**config.mk**
```make
export PLATFORM = sky130hd
export DESIGN_NAME = capbuf_top
export DESIGN_NICKNAME = d
export VERILOG_FILES = /design/src/rtl/capbuf_pkg.sv /design/src/rtl/capbuf_ctrl.sv /design/src/rtl/capbuf_store.sv /design/src/rtl/capbuf_top.sv
export SDC_FILE = /design/constraint.sdc
export NUM_CORES = 2
export LEC_CHECK = 0
export ABC_CLOCK_PERIOD_IN_PS = 3500
export BUFFER_PORTS_ARGS = -buffer_cell sky130_fd_sc_hd__buf_2
export CORE_MARGIN = 2
export CORE_UTILIZATION = 40
export CTS_BUF_LIST = sky130_fd_sc_hd__clkbuf_2 sky130_fd_sc_hd__clkbuf_4 sky130_fd_sc_hd__clkbuf_8
export CTS_CLUSTER_SIZE = 14
export DETAILED_ROUTE_END_ITERATION = 12
export GPL_TIMING_DRIVEN = 1
export HOLD_SLACK_MARGIN = 0.02
export PLACE_DENSITY_LB_ADDON = 0.15
export SYNTH_ARGS = -nofsm -noshare
export SYNTH_HDL_FRONTEND = slang
export SYNTH_HIERARCHICAL = 1
export SYNTH_SLANG_ARGS = --single-unit
```
**constraint.sdc**
```tcl
create_clock -name clk -period 3.5 [get_ports clk]
set_clock_uncertainty 0.1 [all_clocks]
set_input_delay 0.175 -clock clk [delete_from_list [all_inputs] [get_ports clk]]
set_output_delay 0.175 -clock clk [all_outputs]
set_load 0.03 [all_outputs]
```
**src/rtl/capbuf_pkg.sv**
```systemverilog
package capbuf_pkg;

    typedef enum logic [1:0] {
        CS_IDLE = 2'd0,
        CS_RUN  = 2'd1,
        CS_DONE = 2'd2
    } cap_state_e;

endpackage

```
**src/rtl/capbuf_ctrl.sv**
```systemverilog
module capbuf_ctrl
    import capbuf_pkg::*;
#(
    parameter int AW  = 8,
    parameter int DIV = 8
) (
    input  logic          clk,
    input  logic          rst_n,
    input  logic          start_i,
    output logic          busy_o,
    output logic          done_o,
    output logic          sclk_o,
    output logic          wr_o,
    output logic [AW-1:0] addr_o
);
    localparam int PW = (DIV > 2) ? $clog2(DIV) : 2;
    localparam int HALF = DIV / 2;
    localparam logic [PW-1:0] PH_LAST = PW'(DIV - 1);
    localparam logic [PW-1:0] PH_WR   = PW'(1);
    localparam logic [PW-1:0] PH_HALF = PW'(HALF);
    localparam logic [AW-1:0] A_LAST  = {AW{1'b1}};

    typedef struct packed {
        cap_state_e    st;
        logic [PW-1:0] ph;
        logic [AW-1:0] addr;
    } ctrl_t;

    ctrl_t s_d, s_q;
    logic  run;

    assign run = (s_q.st == CS_RUN);

    always_comb begin
        s_d = s_q;
        if (!run) begin
            if (start_i) begin
                s_d.st   = CS_RUN;
                s_d.ph   = '0;
                s_d.addr = '0;
            end
        end else if (s_q.ph == PH_LAST) begin
            s_d.ph = '0;
            if (s_q.addr == A_LAST) begin
                s_d.st = CS_DONE;
            end else begin
                s_d.addr = s_q.addr + AW'(1);
            end
        end else begin
            s_d.ph = s_q.ph + PW'(1);
        end
    end

    always_ff @(posedge clk) begin
        if (!rst_n) begin
            s_q <= '{st: CS_IDLE, ph: '0, addr: '0};
        end else begin
            s_q <= s_d;
        end
    end

    assign busy_o = run;
    assign done_o = (s_q.st == CS_DONE);
    assign sclk_o = run && (s_q.ph < PH_HALF);
    assign wr_o   = run && (s_q.ph == PH_WR);
    assign addr_o = s_q.addr;

    p_sclk_rise_r3: assert property (@(posedge clk) disable iff (!rst_n)
        $rose(sclk_o) |-> (s_q.ph == '0));

    p_addr_move_r4: assert property (@(posedge clk) disable iff (!rst_n)
        !$stable(addr_o) |-> (s_q.ph == '0));

    p_wr_window_r5: assert property (@(posedge clk) disable iff (!rst_n)
        wr_o |-> (sclk_o && $stable(addr_o)));

    p_end_done_r7: assert property (@(posedge clk) disable iff (!rst_n)
        $fell(busy_o) |-> done_o);

    p_no_wr_idle_r7: assert property (@(posedge clk) disable iff (!rst_n)
        !busy_o |-> !wr_o);

    p_ignore_start_r8: assert property (@(posedge clk) disable iff (!rst_n)
        (busy_o && start_i && s_q.ph != PH_LAST) |=>
            (busy_o && s_q.ph == $past(s_q.ph) + PW'(1)));

endmodule

```
**src/rtl/capbuf_store.sv**
```systemverilog
module capbuf_store #(
    parameter int DW = 8,
    parameter int AW = 8
) (
    input  logic          clk,
    input  logic          rst_n,
    input  logic          wr_i,
    input  logic [AW-1:0] waddr_i,
    input  logic [DW-1:0] wdata_i,
    input  logic          blank_i,
    input  logic [AW-1:0] raddr_i,
    output logic [DW-1:0] rdata_o
);
    localparam int DEPTH = 1 << AW;

    logic [DW-1:0] mem_q [DEPTH];
    logic [DW-1:0] rd_d, rd_q;

    always_comb begin
        rd_d = blank_i ? '0 : mem_q[raddr_i];
    end

    always_ff @(posedge clk) begin
        if (wr_i) begin
            mem_q[waddr_i] <= wdata_i;
        end
    end

    always_ff @(posedge clk) begin
        if (!rst_n) begin
            rd_q <= '0;
        end else begin
            rd_q <= rd_d;
        end
    end

    assign rdata_o = rd_q;

    p_blank_read_r10: assert property (@(posedge clk) disable iff (!rst_n)
        blank_i |=> (rdata_o == '0));

endmodule

```
**src/rtl/capbuf_top.sv**
```systemverilog
module capbuf_top #(
    parameter int DW  = 8,
    parameter int AW  = 8,
    parameter int NCH = 2,
    parameter int DIV = 8
) (
    input  logic              clk,
    input  logic              rst_n,
    input  logic              start_i,
    input  logic [NCH*DW-1:0] smp_i,
    input  logic [AW-1:0]     rd_addr_i,
    output logic              busy_o,
    output logic              done_o,
    output logic              sclk_o,
    output logic              wr_o,
    output logic [AW-1:0]     cap_addr_o,
    output logic [NCH*DW-1:0] rd_data_o
);
    logic          busy, wr;
    logic [AW-1:0] addr;

    capbuf_ctrl #(.AW(AW), .DIV(DIV)) u_ctrl (
        .clk     (clk),
        .rst_n   (rst_n),
        .start_i (start_i),
        .busy_o  (busy),
        .done_o  (done_o),
        .sclk_o  (sclk_o),
        .wr_o    (wr),
        .addr_o  (addr)
    );

    for (genvar c = 0; c < NCH; c++) begin : g_ch
        capbuf_store #(.DW(DW), .AW(AW)) u_store (
            .clk     (clk),
            .rst_n   (rst_n),
            .wr_i    (wr),
            .waddr_i (addr),
            .wdata_i (smp_i[c*DW +: DW]),
            .blank_i (busy),
            .raddr_i (rd_addr_i),
            .rdata_o (rd_data_o[c*DW +: DW])
        );
    end

    assign busy_o     = busy;
    assign wr_o       = wr;
    assign cap_addr_o = addr;

    p_start_ok_r2: assert property (@(posedge clk) disable iff (!rst_n)
        (start_i && !busy_o) |=> (busy_o && !done_o && cap_addr_o == '0));

endmodule

```
After elaboration in Yosys (flattened, before gate mapping)

Memories as Yosys holds them, arrays and structs flattened. A register that Yosys moved wholly into a read port is not among the register bits.
Cells that the tools add are included.

Muxes and demuxes: 9
Equality and inequality tests: 8
Reductions and logical operators: 6
Order comparisons: 1
Add/subtract/negate cells: 2
Bitwise logic cells: 1

Operator list:

| cell                                                            | number |
|---|---|
| 13-bit 2-to-1 mux                                               | 2 |
| 8-bit 2-to-1 mux                                                | 2 |
| 8-bit by 1-bit adder with 8-bit output, second input constant   | 1 |
| 8-bit == test, second input constant                            | 1 |
| 2-bit != test, second input constant                            | 3 |
| 3-bit AND reduction                                             | 2 |
| 2-bit 2-to-1 mux                                                | 2 |
| 3-bit by 1-bit adder with 3-bit output, second input constant   | 1 |
| 3-bit by 1-bit == test with 1-bit output, second input constant | 1 |
| 3-bit == test, second input constant                            | 1 |
| 3-bit less-than comparator, second input constant               | 1 |
| 3-bit 2-to-1 mux                                                | 1 |
| 2-bit by 1-bit == test with 1-bit output, second input constant | 1 |
| 2-bit == test, second input constant                            | 1 |
| 1-bit logical AND                                               | 2 |
| 1-bit 2-to-1 mux                                                | 2 |
| 2-bit nonzero test                                              | 1 |
| 2-bit OR reduction                                              | 1 |
| 1-bit NOT                                                       | 1 |

Register bits after elaboration: 13
Memory bits (writable): 4096
Output and inout bits: 28
Input port bits: 27
Logic and storage cells: 32
Memories: 2

Memories:

| memory                | depth | bits a word | read ports | clocked after Yosys merged registers in | write ports | line               | source |
|---|---|---|---|---|---|---|---|
| g_ch[0].u_store.mem_q | 256   | 8           | 1          | 1                                       | 1           | capbuf_store.sv:16 | `logic [DW-1:0] mem_q [DEPTH];` |
| g_ch[1].u_store.mem_q | 256   | 8           | 1          | 1                                       | 1           | capbuf_store.sv:16 |  |

Depth between registers and ports, before layout

Depth in word-level cells: 4
Depth in mapped cells: 12
Depth with buffers taken out: 8

Cells and area by module

The synthesis kept the hierarchy.

By module, submodules not included:

| module       | instances | cells an instance | seq. area each (um^2) | area each (um^2) |
|---|---|---|---|---|
| capbuf_store | 2         | 3979              | 61659.1               | 80598.6 |
| capbuf_ctrl  | 1         | 89                | 260.2                 | 834.6 |

Worst setup path before layout

No wires, ideal clock.

Kind: reg2reg
Start: register u_ctrl/s_q[11] (netlist bit)
End: memory g_ch[0].u_store.mem_q[234][0], enable pin
Clock period less this slack: 3.266 ns
Arrival time: 2.796 ns
Required time: 3.030 ns
Setup slack: 0.234 ns
Cell stages (with the launch flop): 9
Library setup time: 0.370 ns
Path buffers: 3
Path through: dfxtp_1 -> nand2b_1 -> nor2_1 -> and2_1 -> clkbuf_1 -> clkbuf_1 -> nand3_1 -> clkbuf_1 -> nor2_1

Cells in the longest elaborated chain, start to end: 4

RTL lines:

| what                                     | line               | source |
|---|---|---|
| start, declared                          | capbuf_ctrl.sv:29  | `ctrl_t s_d, s_q;` |
| start signal, assigned                   | capbuf_ctrl.sv:56  | `s_q <= '{st: CS_IDLE, ph: '0, addr: '0};` |
| 2-bit by 1-bit == test with 1-bit output | capbuf_ctrl.sv:32  | `assign run = (s_q.st == CS_RUN);` |
| 1-bit logical AND                        | capbuf_ctrl.sv:65  | `assign wr_o = run && (s_q.ph == PH_WR);` |
| via wr_o                                 | capbuf_top.sv:15   | `output logic wr_o,` |
| 1-bit 2-to-1 mux                         | capbuf_store.sv:24 | `if (wr_i) begin` |
| 1-bit 2-to-1 mux (not written as such)   | capbuf_store.sv:25 | `mem_q[waddr_i] <= wdata_i;` |
| end, declared                            | capbuf_store.sv:16 |  |

The timed path passes the listed nets, and every way through them passes these cells.

==> flow_results.org <==
** Timing
- Dividing the final minimum period by the clock period gives 0.945.
- Final count of pins violating max slew :: 0
- Setup violations remaining at the end of the flow were counted as 0.
- At the pin with the least slew margin, the transition time is 1180 ps.
- RSZ-0062 raised after global routing :: false
- In this run the tightest slew margin relative to its limit is 0.210.
- The count of endpoints failing hold in the final timing report was 0.
- The worst path needs 3310 ps of the cycle, external delays included.
- Final hold analysis gives a worst-case slack of 77.5 ps.
- In the post-route analysis, the smallest setup slack over all paths is 194 ps.
- Maximum achievable frequency :: 0.302 GHz

** Clock network
- CTS Hold Buffers Added :: 48
- Clock slew at the register clock pins of the worst setup and hold paths :: 60 ps
- Maximum number of buffers from clock root to sink :: 4
- Root Buffer Master :: clkbuf_8
- Post-CTS Resized :: 0
- Number of buffers added for setup after CTS :: 0
- The later pin in the worst-skew pair is clocked with a latency of 1260 ps.
- CTS Sinks :: 4,125
- Maximum level of the CTS H-tree :: 6
- Clock tree synthesis inserted a total of 685 buffers.
- CTS tree :: done

** Detailed routing
- Final WL :: 492 mm
- Dividing the detail-routed wire length by the instance count gives 32.5 µm.
- The first routing iteration left 9,659 violations.
- Residual antenna-violating net count after detailed routing :: 0
- Via count normalized by instance count :: 5.75
- Vias after detailed routing :: 86,992
- DRC Markers :: 0
- Before antenna repair, the detailed router went through 8 iterations.

** Synth
- Among all flip-flop cells after synthesis, the most frequent one is edfxtp_1.
- The mapped netlist covers 0.162 mm².
- Most common cell in the synthesized netlist :: edfxtp_1
- Syn_area_per_cell :: 20.1 µm²
- In the post-synthesis netlist, the biggest area contributors are edfxtp_1, mux4_2, mux2i_1.
- The share of the Yosys chip area taken by registers is 0.763.
- Of the post-synthesis cell area, the dominant cell type holds 0.759.
- When the netlist entered floorplanning its net count stood at 8,078.
- Count of warnings emitted by yosys :: 6
- Post-synthesis register bit count :: 4,125
- Proportion of synthesized flip-flops having asynchronous set or reset :: 0
- Gate Count Post-Synth :: 8,047
- The largest total area in the synthesized netlist belongs to edfxtp_1.
- Counting flops with a built-in enable in the synthesized netlist gives 4,096.
- In this run, distinct cell masters in the synthesized netlist total 81.
- Most used standard cells in the synthesized netlist :: edfxtp_1, mux4_2, nor2_1, mux2i_1, o22ai_1

** Outcome
- Result of the run :: completed

** Global route
- Initial antenna violation count :: 26
- The total overflow left after global routing is 0.
- Maximum number of pins on one net before global-route repair :: 133
- The first global-routing pass estimated 688 mm of wire.
- Vias in the first global route :: 88,322
- For this run, the total global-route usage over all layers was measured as 0.237.

** Cells and area
- Layout fillers :: 34,392
- Relative to the synthesized area, the layout overhead comes to 15.6%.
- Proportion of layout cells with a drive suffix above 1 :: 0.278
- Final net count :: 9,208

** Worst setup path
- STA classifies the critical path endpoint as a register.
- Capture instance of the worst register-to-register path :: g_ch[1].u_store/rdata_o[5]
- Maximum fanout count along the critical path :: 28
- Data on the critical path is required at its endpoint by 4570 ps.
- By startpoint and endpoint, the worst setup path is classified as in2reg.
- Worst-case register-to-register setup slack :: 380 ps
- Start of the worst register-to-register path :: g_ch[1].u_store/mem_q[252][5]
- The worst setup path is launched from a primary input.
- For the worst flop-to-flop path, the logic depth is 7.
- Data arrives at the worst endpoint at 4380 ps.

** Job
- Max cap viols :: 0

** Min path
- The worst hold path was traced through 2 stages.
- The worst hold path belongs to the class in2reg.
- For hold timing, the worst endpoint is g_ch[0].u_store/mem_q[180][4].
- The worst hold path begins at smp_i[4].

** Power
- In this run the static leakage power is 60.5 nW.
- Design internal power :: 78.1 mW
- For this design the total switching power over the nets is 23.2 mW.
- Power per cell area :: 541 mW/mm²
- Relative contribution of combinational cells to total power :: 0.052
- Maximum vdd ir drop :: 348 µV
- Of the total power, the clock network draws 0.411.
- Of the total power, the share spent switching nets is 0.229.
- Share of power burned in registers :: 0.537

** Die
- The initial utilization of the core area, before any placement, comes to 0.402.
- Standard cell core area :: 0.403 mm²
- Chip Height :: 640 µm
- Number of I/O pins :: 55
- The floorplan has 233 rows.
- The floorplan step set the die width to 640 µm.
- Total Die Area :: 0.410 mm²

** Place
- Port Buf Inserts :: 54
- Detailed placement finished with a half-perimeter wire length of 322 mm.
- GP Congestion :: 0.911
- Prior to clock tree synthesis, the placed netlist has a worst setup slack of -616 ps.
==> stage by stage <==
| stage | power [mW] | area [µm²] | util | cells | TNS (ps) |
|---|---|---|---|---|---|
| 2_1_floorplan | 57.9 | 162000 | - | 8047 | 0 |
| 3_3_place_gp | 60.6 | 174000 | 0.431 | 13846 | -1830 |
| 3_5_place_dp | 60.7 | 174000 | 0.431 | 13847 | -1330 |
| 4_1_cts | 102 | 187000 | 0.465 | 15127 | 0 |
| 5_1_grt | 105 | 187000 | 0.465 | 15134 | 0 |
| 6_report | 101 | 187000 | 0.465 | 15140 | 0 |
==> critical path, stage by stage <==
cell and delay, ps:
dlygate4sd3_1 570, clkbuf_8 270, inv_2 560, buf_12 310, nand2_1 220, a211oi_1 700, o211ai_1 350, a311oi_2 830
a31o_1 240
==> power groups by stage <==
stage	Combinational (mW)	Sequential (mW)	Clock, mW
final	5.28	54.4	41.6
after global routing	5.50	54.4	44.7
after floorplan	2.53	55.4	0
after global placement	5.19	55.4	0
after detailed placement	5.25	55.4	0
after CTS	5.33	54.4	42.6
==> flip-flops by register name, summed over array words and instances (netlist names) <==
register	count
u_ctrl/s_q	5
u_ctrl/addr_o	8
g_ch.u_store/rdata_o	16
g_ch.u_store/mem_q	4096
==> cell type report <==
class,count,area [µm²],share of cell area
Sequential cell,4125,124000,0.660
Multi-Input combinational cell,3416,34900,0.186
Clock buffer,925,11300,0.0604
Timing Repair Buffer,939,8740,0.0466
Tap cell,5405,6760,0.0361
Clock inverter,307,1960,0.0104
Inverter,10,42.5,0.000227
Antenna cell,13,32.5,0.000174
==> cells by family after synthesis <==
kind of cell / count (synthesis) / share of synthesized area
multiplexers: 1319 / 0.144
flip-flops: 4125 / 0.763
buffers and inverters: 506 / 0.0224
adder cells (fa/ha/maj): 4 / 0.000309
AO/OA/AOI/OAI: 832 / 0.0360
AND/OR/NAND/NOR: 1261 / 0.0352
==> routing by layer <==
metal | wire length (µm) | track usage | vias up
met3 | 34100 | 0.0380 | 898
met1 | 199000 | 0.319 | 46329
li1 | - | - | 35941
met4 | 19100 | 0.0831 | 6
met2 | 239000 | 0.393 | 3818
met5 | 48 | 0 | -
==> worst max-delay path by stage <==
stage	from	to	slack, ps	depth (start not counted)
after detailed placement	rd_addr_i[0]	g_ch[1].u_store/rdata_o[5]	-620	11
after floorplan	u_ctrl/s_q[11]	g_ch[0].u_store/mem_q[234][0]	230	8
final	rd_addr_i[2]	g_ch[1].u_store/rdata_o[5]	190	9
after global placement	rd_addr_i[0]	g_ch[1].u_store/rdata_o[5]	-1090	11
after CTS	rd_addr_i[2]	g_ch[1].u_store/rdata_o[5]	400	9
after global routing	u_ctrl/s_q[12]	g_ch[1].u_store/rdata_o[7]	270	9
==> placed cells by master, fill, tap and decap left out, types with 29 or more instances in the layout <==
cell type      count
a211oi_1          44
a21oi_1          107
a22oi_1           42
a31oi_1           33
buf_12           120
buf_2             35
buf_4            718
clkbuf_4         226
clkbuf_8         716
clkinv_1         171
clkinv_2          69
dfxtp_1           29
dlygate4sd3_1     45
edfxtp_1        4096
mux2i_1          539
mux4_1            84
mux4_2           694
nand2_1          191
nand3_1           79
nand4_1           54
nor2_1           625
nor3_1           142
nor4_1            42
o21ai_0          113
o221ai_1         162
o22ai_1          202
Power figures use the tool's default switching activity.
